===== src/rtl/pd_pkg.sv =====
package pd_pkg;
   localparam int PD_SAMPLE_W = 12;
   localparam int PD_FRAC_W   = 8;
   localparam int PD_SHIFT    = 7;
   localparam int PD_REFR_W   = 8;

   typedef enum logic {
      PD_NEG = 1'b0,
      PD_POS = 1'b1
   } pd_pol_e;
endpackage


===== src/rtl/pd_diff_stage.sv =====
module pd_diff_stage #(
   parameter int SAMPLE_W    = 12,
   parameter int THR_W       = 12,
   parameter int REFR_W      = 8,
   parameter bit PRIME_FIRST = 1'b1
) (
   input  logic                  clk,
   input  logic                  rst_n,
   input  logic                  in_valid,
   input  logic [SAMPLE_W-1:0]   in_x,
   input  logic [THR_W-1:0]      in_thr,
   input  logic [REFR_W-1:0]     in_refr,
   output logic                  d_valid,
   output logic signed [SAMPLE_W:0] d_diff,
   output logic [THR_W-1:0]      d_thr,
   output logic [REFR_W-1:0]     d_refr
);
   localparam logic [SAMPLE_W-1:0] MID_CODE = {1'b1, {(SAMPLE_W-1){1'b0}}};

   logic [SAMPLE_W-1:0] x_prev;
   logic                primed;
   logic [SAMPLE_W-1:0] base;
   logic signed [SAMPLE_W:0] diff_c;

   generate
      if (PRIME_FIRST) begin : g_prime
         // first sample after reset is its own predecessor
         assign base = primed ? x_prev : in_x;
      end else begin : g_mid
         assign base = x_prev;
      end
   endgenerate

   assign diff_c = $signed({1'b0, in_x}) - $signed({1'b0, base});

   always_ff @(posedge clk) begin
      if (!rst_n) begin
         x_prev  <= MID_CODE;
         primed  <= 1'b0;
         d_valid <= 1'b0;
         d_diff  <= '0;
         d_thr   <= '0;
         d_refr  <= '0;
      end else begin
         d_valid <= in_valid;
         if (in_valid) begin
            x_prev <= in_x;
            primed <= 1'b1;
            d_diff <= diff_c;
            d_thr  <= in_thr;
            d_refr <= in_refr;
         end
      end
   end

   AST_STAGE1_FOLLOWS: assert property (@(posedge clk) disable iff (!rst_n)
      in_valid |=> d_valid);
endmodule


===== src/rtl/pd_dcblock.sv =====
module pd_dcblock #(
   parameter int IN_W     = 13,
   parameter int INT_W    = 13,
   parameter int FRAC_W   = 8,
   parameter int SHIFT    = 7,
   parameter bit SATURATE = 1'b1
) (
   input  logic                    clk,
   input  logic                    rst_n,
   input  logic                    d_valid,
   input  logic signed [IN_W-1:0]  d_diff,
   output logic signed [INT_W-1:0] y_new,
   output logic signed [INT_W-1:0] y_int,
   output logic                    y_valid
);
   localparam int ACC_W = INT_W + FRAC_W;
   localparam int EXT_W = ACC_W + 2;
   localparam logic signed [EXT_W-1:0] ACC_MAX =
      {{(EXT_W-ACC_W+1){1'b0}}, {(ACC_W-1){1'b1}}};
   localparam logic signed [EXT_W-1:0] ACC_MIN =
      {{(EXT_W-ACC_W+1){1'b1}}, {(ACC_W-1){1'b0}}};

   logic signed [ACC_W-1:0] acc_q;
   logic signed [ACC_W-1:0] acc_lim;
   logic signed [ACC_W-1:0] acc_new;
   logic signed [EXT_W-1:0] acc_ext;
   logic signed [EXT_W-1:0] diff_ext;
   logic signed [EXT_W-1:0] sum;

   assign acc_ext  = {{(EXT_W-ACC_W){acc_q[ACC_W-1]}}, acc_q};
   assign diff_ext = {{(EXT_W-IN_W){d_diff[IN_W-1]}}, d_diff};
   // pole at 1 - 2^-SHIFT, realised as shift-and-subtract
   assign sum = acc_ext - (acc_ext >>> SHIFT) + (diff_ext <<< FRAC_W);

   generate
      if (SATURATE) begin : g_sat
         always_comb begin
            if (sum > ACC_MAX)      acc_lim = ACC_MAX[ACC_W-1:0];
            else if (sum < ACC_MIN) acc_lim = ACC_MIN[ACC_W-1:0];
            else                    acc_lim = sum[ACC_W-1:0];
         end
      end else begin : g_wrap
         assign acc_lim = sum[ACC_W-1:0];
      end
   endgenerate

   assign acc_new = d_valid ? acc_lim : acc_q;
   assign y_new   = acc_new[ACC_W-1:FRAC_W];

   always_ff @(posedge clk) begin
      if (!rst_n) begin
         acc_q   <= '0;
         y_int   <= '0;
         y_valid <= 1'b0;
      end else begin
         y_valid <= d_valid;
         acc_q   <= acc_new;
         if (d_valid) y_int <= y_new;
      end
   end

   // with no new difference a non-negative state may only decay
   AST_NO_OVERFLOW: assert property (@(posedge clk) disable iff (!rst_n)
      (d_valid && d_diff == '0 && acc_q >= 0) |=> (acc_q <= $past(acc_q) && acc_q >= 0));
endmodule


===== src/rtl/pd_threshold.sv =====
module pd_threshold #(
   parameter int INT_W  = 13,
   parameter int THR_W  = 12,
   parameter int REFR_W = 8
) (
   input  logic                    clk,
   input  logic                    rst_n,
   input  logic                    chk_valid,
   input  logic signed [INT_W-1:0] y_new,
   input  logic [THR_W-1:0]        thr,
   input  logic [REFR_W-1:0]       refr,
   output logic                    det,
   output logic                    pos
);
   import pd_pkg::*;

   localparam int CMP_W = ((INT_W > THR_W + 1) ? INT_W : THR_W + 1) + 1;
   localparam logic [REFR_W-1:0] ONE = {{(REFR_W-1){1'b0}}, 1'b1};

   logic signed [CMP_W-1:0] y_e;
   logic signed [CMP_W-1:0] thr_e;
   logic                    over;
   logic                    under;
   logic [REFR_W-1:0]       cnt;

   assign y_e   = {{(CMP_W-INT_W){y_new[INT_W-1]}}, y_new};
   assign thr_e = $signed({{(CMP_W-THR_W){1'b0}}, thr});
   assign over  = y_e > thr_e;
   assign under = y_e < -thr_e;

   always_ff @(posedge clk) begin
      if (!rst_n) begin
         det <= 1'b0;
         pos <= PD_NEG;
         cnt <= '0;
      end else begin
         det <= 1'b0;
         if (chk_valid) begin
            if (cnt != '0) begin
               cnt <= cnt - ONE;
            end else if (over || under) begin
               det <= 1'b1;
               pos <= over ? PD_POS : PD_NEG;
               cnt <= refr;
            end
         end
      end
   end

   AST_POL_HOLD: assert property (@(posedge clk) disable iff (!rst_n)
      !det |-> $stable(pos));
endmodule


===== src/rtl/pace_detect.sv =====
module pace_detect #(
   parameter int SAMPLE_W    = pd_pkg::PD_SAMPLE_W,
   parameter int FRAC_W      = pd_pkg::PD_FRAC_W,
   parameter int SHIFT       = pd_pkg::PD_SHIFT,
   parameter int REFR_W      = pd_pkg::PD_REFR_W,
   parameter bit SATURATE    = 1'b1,
   parameter bit PRIME_FIRST = 1'b1
) (
   input  logic                  clk,
   input  logic                  rst_n,
   input  logic                  s_valid,
   input  logic [SAMPLE_W-1:0]   s_data,
   input  logic [SAMPLE_W-1:0]   thr,
   input  logic [REFR_W-1:0]     refr_len,
   output logic                  o_valid,
   output logic [SAMPLE_W:0]     o_filt,
   output logic                  o_detect,
   output logic                  o_pos
);
   localparam int DIFF_W = SAMPLE_W + 1;
   localparam int INT_W  = SAMPLE_W + 1;

   generate
      if (SHIFT < 1 || SHIFT > FRAC_W) begin : g_bad_shift
         $error("pace_detect: SHIFT must lie in 1..FRAC_W");
      end
      if (FRAC_W < 8) begin : g_bad_frac
         $error("pace_detect: FRAC_W must be at least 8");
      end
      if (REFR_W < 1) begin : g_bad_refr
         $error("pace_detect: REFR_W must be positive");
      end
   endgenerate

   logic                     d_valid;
   logic signed [DIFF_W-1:0] d_diff;
   logic [SAMPLE_W-1:0]      d_thr;
   logic [REFR_W-1:0]        d_refr;
   logic signed [INT_W-1:0]  y_new;
   logic signed [INT_W-1:0]  y_int;

   pd_diff_stage #(
      .SAMPLE_W(SAMPLE_W), .THR_W(SAMPLE_W), .REFR_W(REFR_W), .PRIME_FIRST(PRIME_FIRST)
   ) u_diff (
      .clk(clk), .rst_n(rst_n), .in_valid(s_valid), .in_x(s_data),
      .in_thr(thr), .in_refr(refr_len),
      .d_valid(d_valid), .d_diff(d_diff), .d_thr(d_thr), .d_refr(d_refr)
   );

   pd_dcblock #(
      .IN_W(DIFF_W), .INT_W(INT_W), .FRAC_W(FRAC_W), .SHIFT(SHIFT), .SATURATE(SATURATE)
   ) u_filt (
      .clk(clk), .rst_n(rst_n), .d_valid(d_valid), .d_diff(d_diff),
      .y_new(y_new), .y_int(y_int), .y_valid(o_valid)
   );

   pd_threshold #(
      .INT_W(INT_W), .THR_W(SAMPLE_W), .REFR_W(REFR_W)
   ) u_cmp (
      .clk(clk), .rst_n(rst_n), .chk_valid(d_valid), .y_new(y_new),
      .thr(d_thr), .refr(d_refr), .det(o_detect), .pos(o_pos)
   );

   assign o_filt = y_int;

   AST_PIPE_LAT: assert property (@(posedge clk) disable iff (!rst_n)
      s_valid |=> ##1 o_valid);
   AST_DET_ON_VALID: assert property (@(posedge clk) disable iff (!rst_n)
      o_detect |-> o_valid);
   AST_FILT_HOLD: assert property (@(posedge clk) disable iff (!rst_n)
      !o_valid |-> $stable(o_filt));
endmodule


===== config.mk =====
export PLATFORM = sky130hd
export DESIGN_NAME = pace_detect
export DESIGN_NICKNAME = d
export VERILOG_FILES = /design/src/rtl/pd_pkg.sv /design/src/rtl/pd_diff_stage.sv /design/src/rtl/pd_dcblock.sv /design/src/rtl/pd_threshold.sv /design/src/rtl/pace_detect.sv
export SDC_FILE = /design/constraint.sdc
export NUM_CORES = 1
export LEC_CHECK = 0
export BUFFER_PORTS_ARGS = -buffer_cell sky130_fd_sc_hd__buf_2
export CELL_PAD_IN_SITES_DETAIL_PLACEMENT = 0
export CELL_PAD_IN_SITES_GLOBAL_PLACEMENT = 1
export CORE_AREA = 5 5 144 146
export DETAILED_ROUTE_END_ITERATION = 6
export DIE_AREA = 0 0 149 151
export PLACE_DENSITY_LB_ADDON = 0.08
export SYNTH_ARGS = -nofsm -noshare
export SYNTH_HDL_FRONTEND = slang
export SYNTH_SLANG_ARGS = --single-unit

===== constraint.sdc =====
create_clock -name clk -period 8.88 [get_ports clk]
set_clock_uncertainty 0.05 [all_clocks]
set_input_delay 1.776 -clock clk [delete_from_list [all_inputs] [get_ports clk]]
set_output_delay 1.776 -clock clk [all_outputs]
set_load 0.02 [all_outputs]

==> impl_metrics.csv <==
group,metric,value,unit
logic_synthesis,yosysSeqAreaShare,27.7,%
hold_path,holdCritStartpoint,"u_diff.d_refr[6]",
clock_network,cts_num_sinks,92,
setup_path,start_kind,"register",
logic_synthesis,synth_top_area_share,27.7,%
global_routing,grt_pass1_wl,30.4,mm
logic_synthesis,ys_types,68,
finish,most-common-layout-cells,"nor2_1 (107), dfxtp_1 (92), inv_1 (80)",
sta,max_freq,167,MHz
setup_path,cp_top_family,"compound AO/OA/AOI/OAI gates",
logic_synthesis,avgSynthCellArea,8.17,sq um
setup_path,crit_buf_inv,2,
flow_run,drv_cap,0,
logic_synthesis,synthesis.area,6640,sq um
setup_path,slowest_stage,"dfxtp_1",
routing,drt_wl_total,18.6,mm
setup_path,ff2ff_setup_slack,2.90,ns
finish,syn2layout_area_growth,11.7,%
clock_network,cts_tree,"done",
sta,hold_violations,0,
setup_path,slowest_delay,0.67,ns
finish,drive_gt1_share,10.3,%
clock_network,cts_hold_buf,0,
clock_network,ctsHtreeMaxLevel,3,
floorplan,row_count,51,
hold_path,hold_end,"u_cmp.cnt[6]",
clock_network,cts-root-buf,"clkbuf_16",
setup_path,cp_max_fo,21,
routing,vias,5687,
setup_path,critPathLaunch,"u_filt.acc_q[20]",
clock_network,clk_pin_slew_worst_paths,0.07,ns
placement,dpl.hpwl,14.5,mm
clock_network,cts_buffers,9,
setup_path,r2r_end,"u_cmp.cnt[1]",
finish,final_core_util,38.5,%
hold_path,min_path_cells,2,
logic_synthesis,synthFlopType,"dfxtp_1",
sta,slew_viol_final,0,
placement,place_congestion,0.886,
floorplan,ios,51,
global_routing,overflow,0,
finish,antennaDiodeCount,0,
run_status,status,"finished, final reports clean",
logic_synthesis,synth_nets,932,
logic_synthesis,synth_area_leaders,"dfxtp_1 (28%), ha_1 (13%), mux2i_1 (6.9%), nor2_1 (6.1%), inv_1 (4.6%)",
setup_path,arrival,6.19,ns
setup_path,ff2ff_path_depth,21,
placement,port_buffers,50,
logic_synthesis,synthCells,812,
floorplan,die_area,22500,sq um
finish,nNetsFinal,964,
logic_synthesis,synth.largest_area_cell,"dfxtp_1",
routing,postRouteAntennaNets,0,
sta,worst_pin_slew,0.769,ns
setup_path,cp-end-kind,"register",
clock_network,clkLatencyLatePin,0.35,ns
finish,final_common_cell,"nor2_1",
setup_path,required,9.09,ns
setup_path,cpMostUsedCell,"a21oi_1",
sta,period_needed,5.98,ns
setup_path,timing.rr.start,"u_filt.acc_q[20]",
logic_synthesis,ys_ff_latch,92,
floorplan,core,19300,sq um
routing,drtIter0Drc,291,
clock_network,cts.path.max_buffers,2,
sta,fin_setup_tns,0,ns
logic_synthesis,yosys_warnings,0,
setup_path,crit_chain,"fa_1 -> inv_1 -> ha_1 -> a211oi_1 -> nor2_1 -> o31ai_1 -> o211ai_2 -> xnor2_2 -> o22ai_1 -> buf_4 -> a21oi_1 -> nor2_1 -> ha_1 -> nand4_1 -> a211o_1 -> a21oi_1 -> or4b_1 -> o221ai_1 -> a21oi_1 -> or4_1 -> o31ai_1",
global_routing,antenna_found_initial,0,
sta,rsz0062_at_grt,"false",
floorplan,die_h,151,um
global_routing,track_usage,17.0,%
routing,viasPerCell,5.11,
sta,slew_headroom,48.6,%
sta,setup_viol,0,
hold_path,hold_class,"reg2reg",
setup_path,crit_type,"reg2reg",
floorplan,initial_core_util,34.4,%
finish,fillCellCount,2068,
clock_network,ctsResizeCount,0,
sta,period_share,67.4,%
logic_synthesis,synth_edf_count,0,
global_routing,grt_max_degree,50,
routing,wl_per_cell,16.7,um
routing,drtPass1Iterations,5,
routing,drc_errors,0,
clock_network,cts_setup_buffers,0,
floorplan,die_width,149,um
logic_synthesis,async_reset_ff_share,0,%
global_routing,grt_pass1_vias,5694,
==> registers in the layout, summed over array words and instances (netlist names) <==
name            flops
u_cmp.cnt           8
u_filt.acc_q       21
u_diff.d_diff      13
u_filt.y_int       13
u_cmp.det           1
u_diff.d_valid      1
u_diff.d_thr       12
u_diff.d_refr       8
u_diff.primed       1
u_diff.x_prev      12
u_cmp.pos           1
u_filt.y_valid      1
==> cell families after synthesis <==
group | after synthesis | synth area share [%]
AO/OA/AOI/OAI | 193 | 19.4
XOR/XNOR | 31 | 4.20
adder cells (fa/ha/maj) | 85 | 17.6
buffers and inverters | 115 | 6.67
flip-flops | 92 | 27.7
multiplexers | 48 | 7.28
AND/OR/NAND/NOR | 248 | 17.1
==> layer usage <==
layer	global-route usage, %	routed length, um
met1	24.1	9520
met2	26.8	8300
met3	3.02	599
met4	3.94	208
met5	0	0
==> cells in the mapped netlist, types with 9 or more instances <==
master and instances:
nand4_1 9, nor2b_1 13, xor2_1 10, inv_1 81, nor3_1 17, mux2i_1 46
a21oi_1 60, dfxtp_1 92, o21ai_0 34, xnor2_1 20, nand3_1 20, a31oi_1 13
buf_2 9, clkbuf_1 16, fa_1 14, nor2_1 107, ha_1 71, nand2_1 50
==> worst max-delay path by stage <==
stage / end / slack, ns / cells past startpoint
3_5_place_dp: u_cmp.cnt[1] / 2.96 / 20
6_report: u_cmp.cnt[1] / 2.90 / 21
3_3_place_gp: u_cmp.cnt[1] / 2.98 / 20
4_1_cts: u_cmp.cnt[1] / 2.91 / 21
2_1_floorplan: u_cmp.cnt[1] / 3.54 / 21
5_1_grt: u_cmp.cnt[1] / 2.46 / 20
==> cell type report <==
class                   count  area, sq um  share of cell area [%]
well taps                 265          332                    4.47
repair buffers             54          280                    3.78
inverters                  82          308                    4.15
clock inverters             5         61.3                   0.827
clock buffers              10          239                    3.22
flip-flops and latches     92         1840                    24.8
multi-input cells         605         4350                    58.7
==> worst register-to-register path, stage by stage (launching register included) <==
cell,delay (ns)
dfxtp_1,0.67
fa_1,0.53
inv_1,0.07
ha_1,0.36
a211oi_1,0.26
nor2_1,0.10
o31ai_1,0.29
o211ai_2,0.19
xnor2_2,0.34
o22ai_1,0.14
buf_4,0.24
a21oi_1,0.45
nor2_1,0.18
ha_1,0.34
nand4_1,0.12
a211o_1,0.11
a21oi_1,0.06
or4b_1,0.51
o221ai_1,0.18
a21oi_1,0.12
or4_1,0.50
o31ai_1,0.08
==> metrics by stage <==
step | std cells | setup WS, ns | cell area (sq um) | hold slack, ns
finish | 1113 | 2.90 | 7410 | 0.408
CTS | 1113 | 2.91 | 7410 | 0.414
floorplan | 812 | 3.54 | 6640 | 0.375
global route | 1113 | 2.46 | 7410 | 0.437
global placement | 1098 | 2.98 | 7110 | 0.387
detailed placement | 1098 | 2.96 | 7110 | 0.401
Power is left out: the tool's default activity adds up to more than one toggle a clock period on the data nets, which glitch-free logic cannot reach.
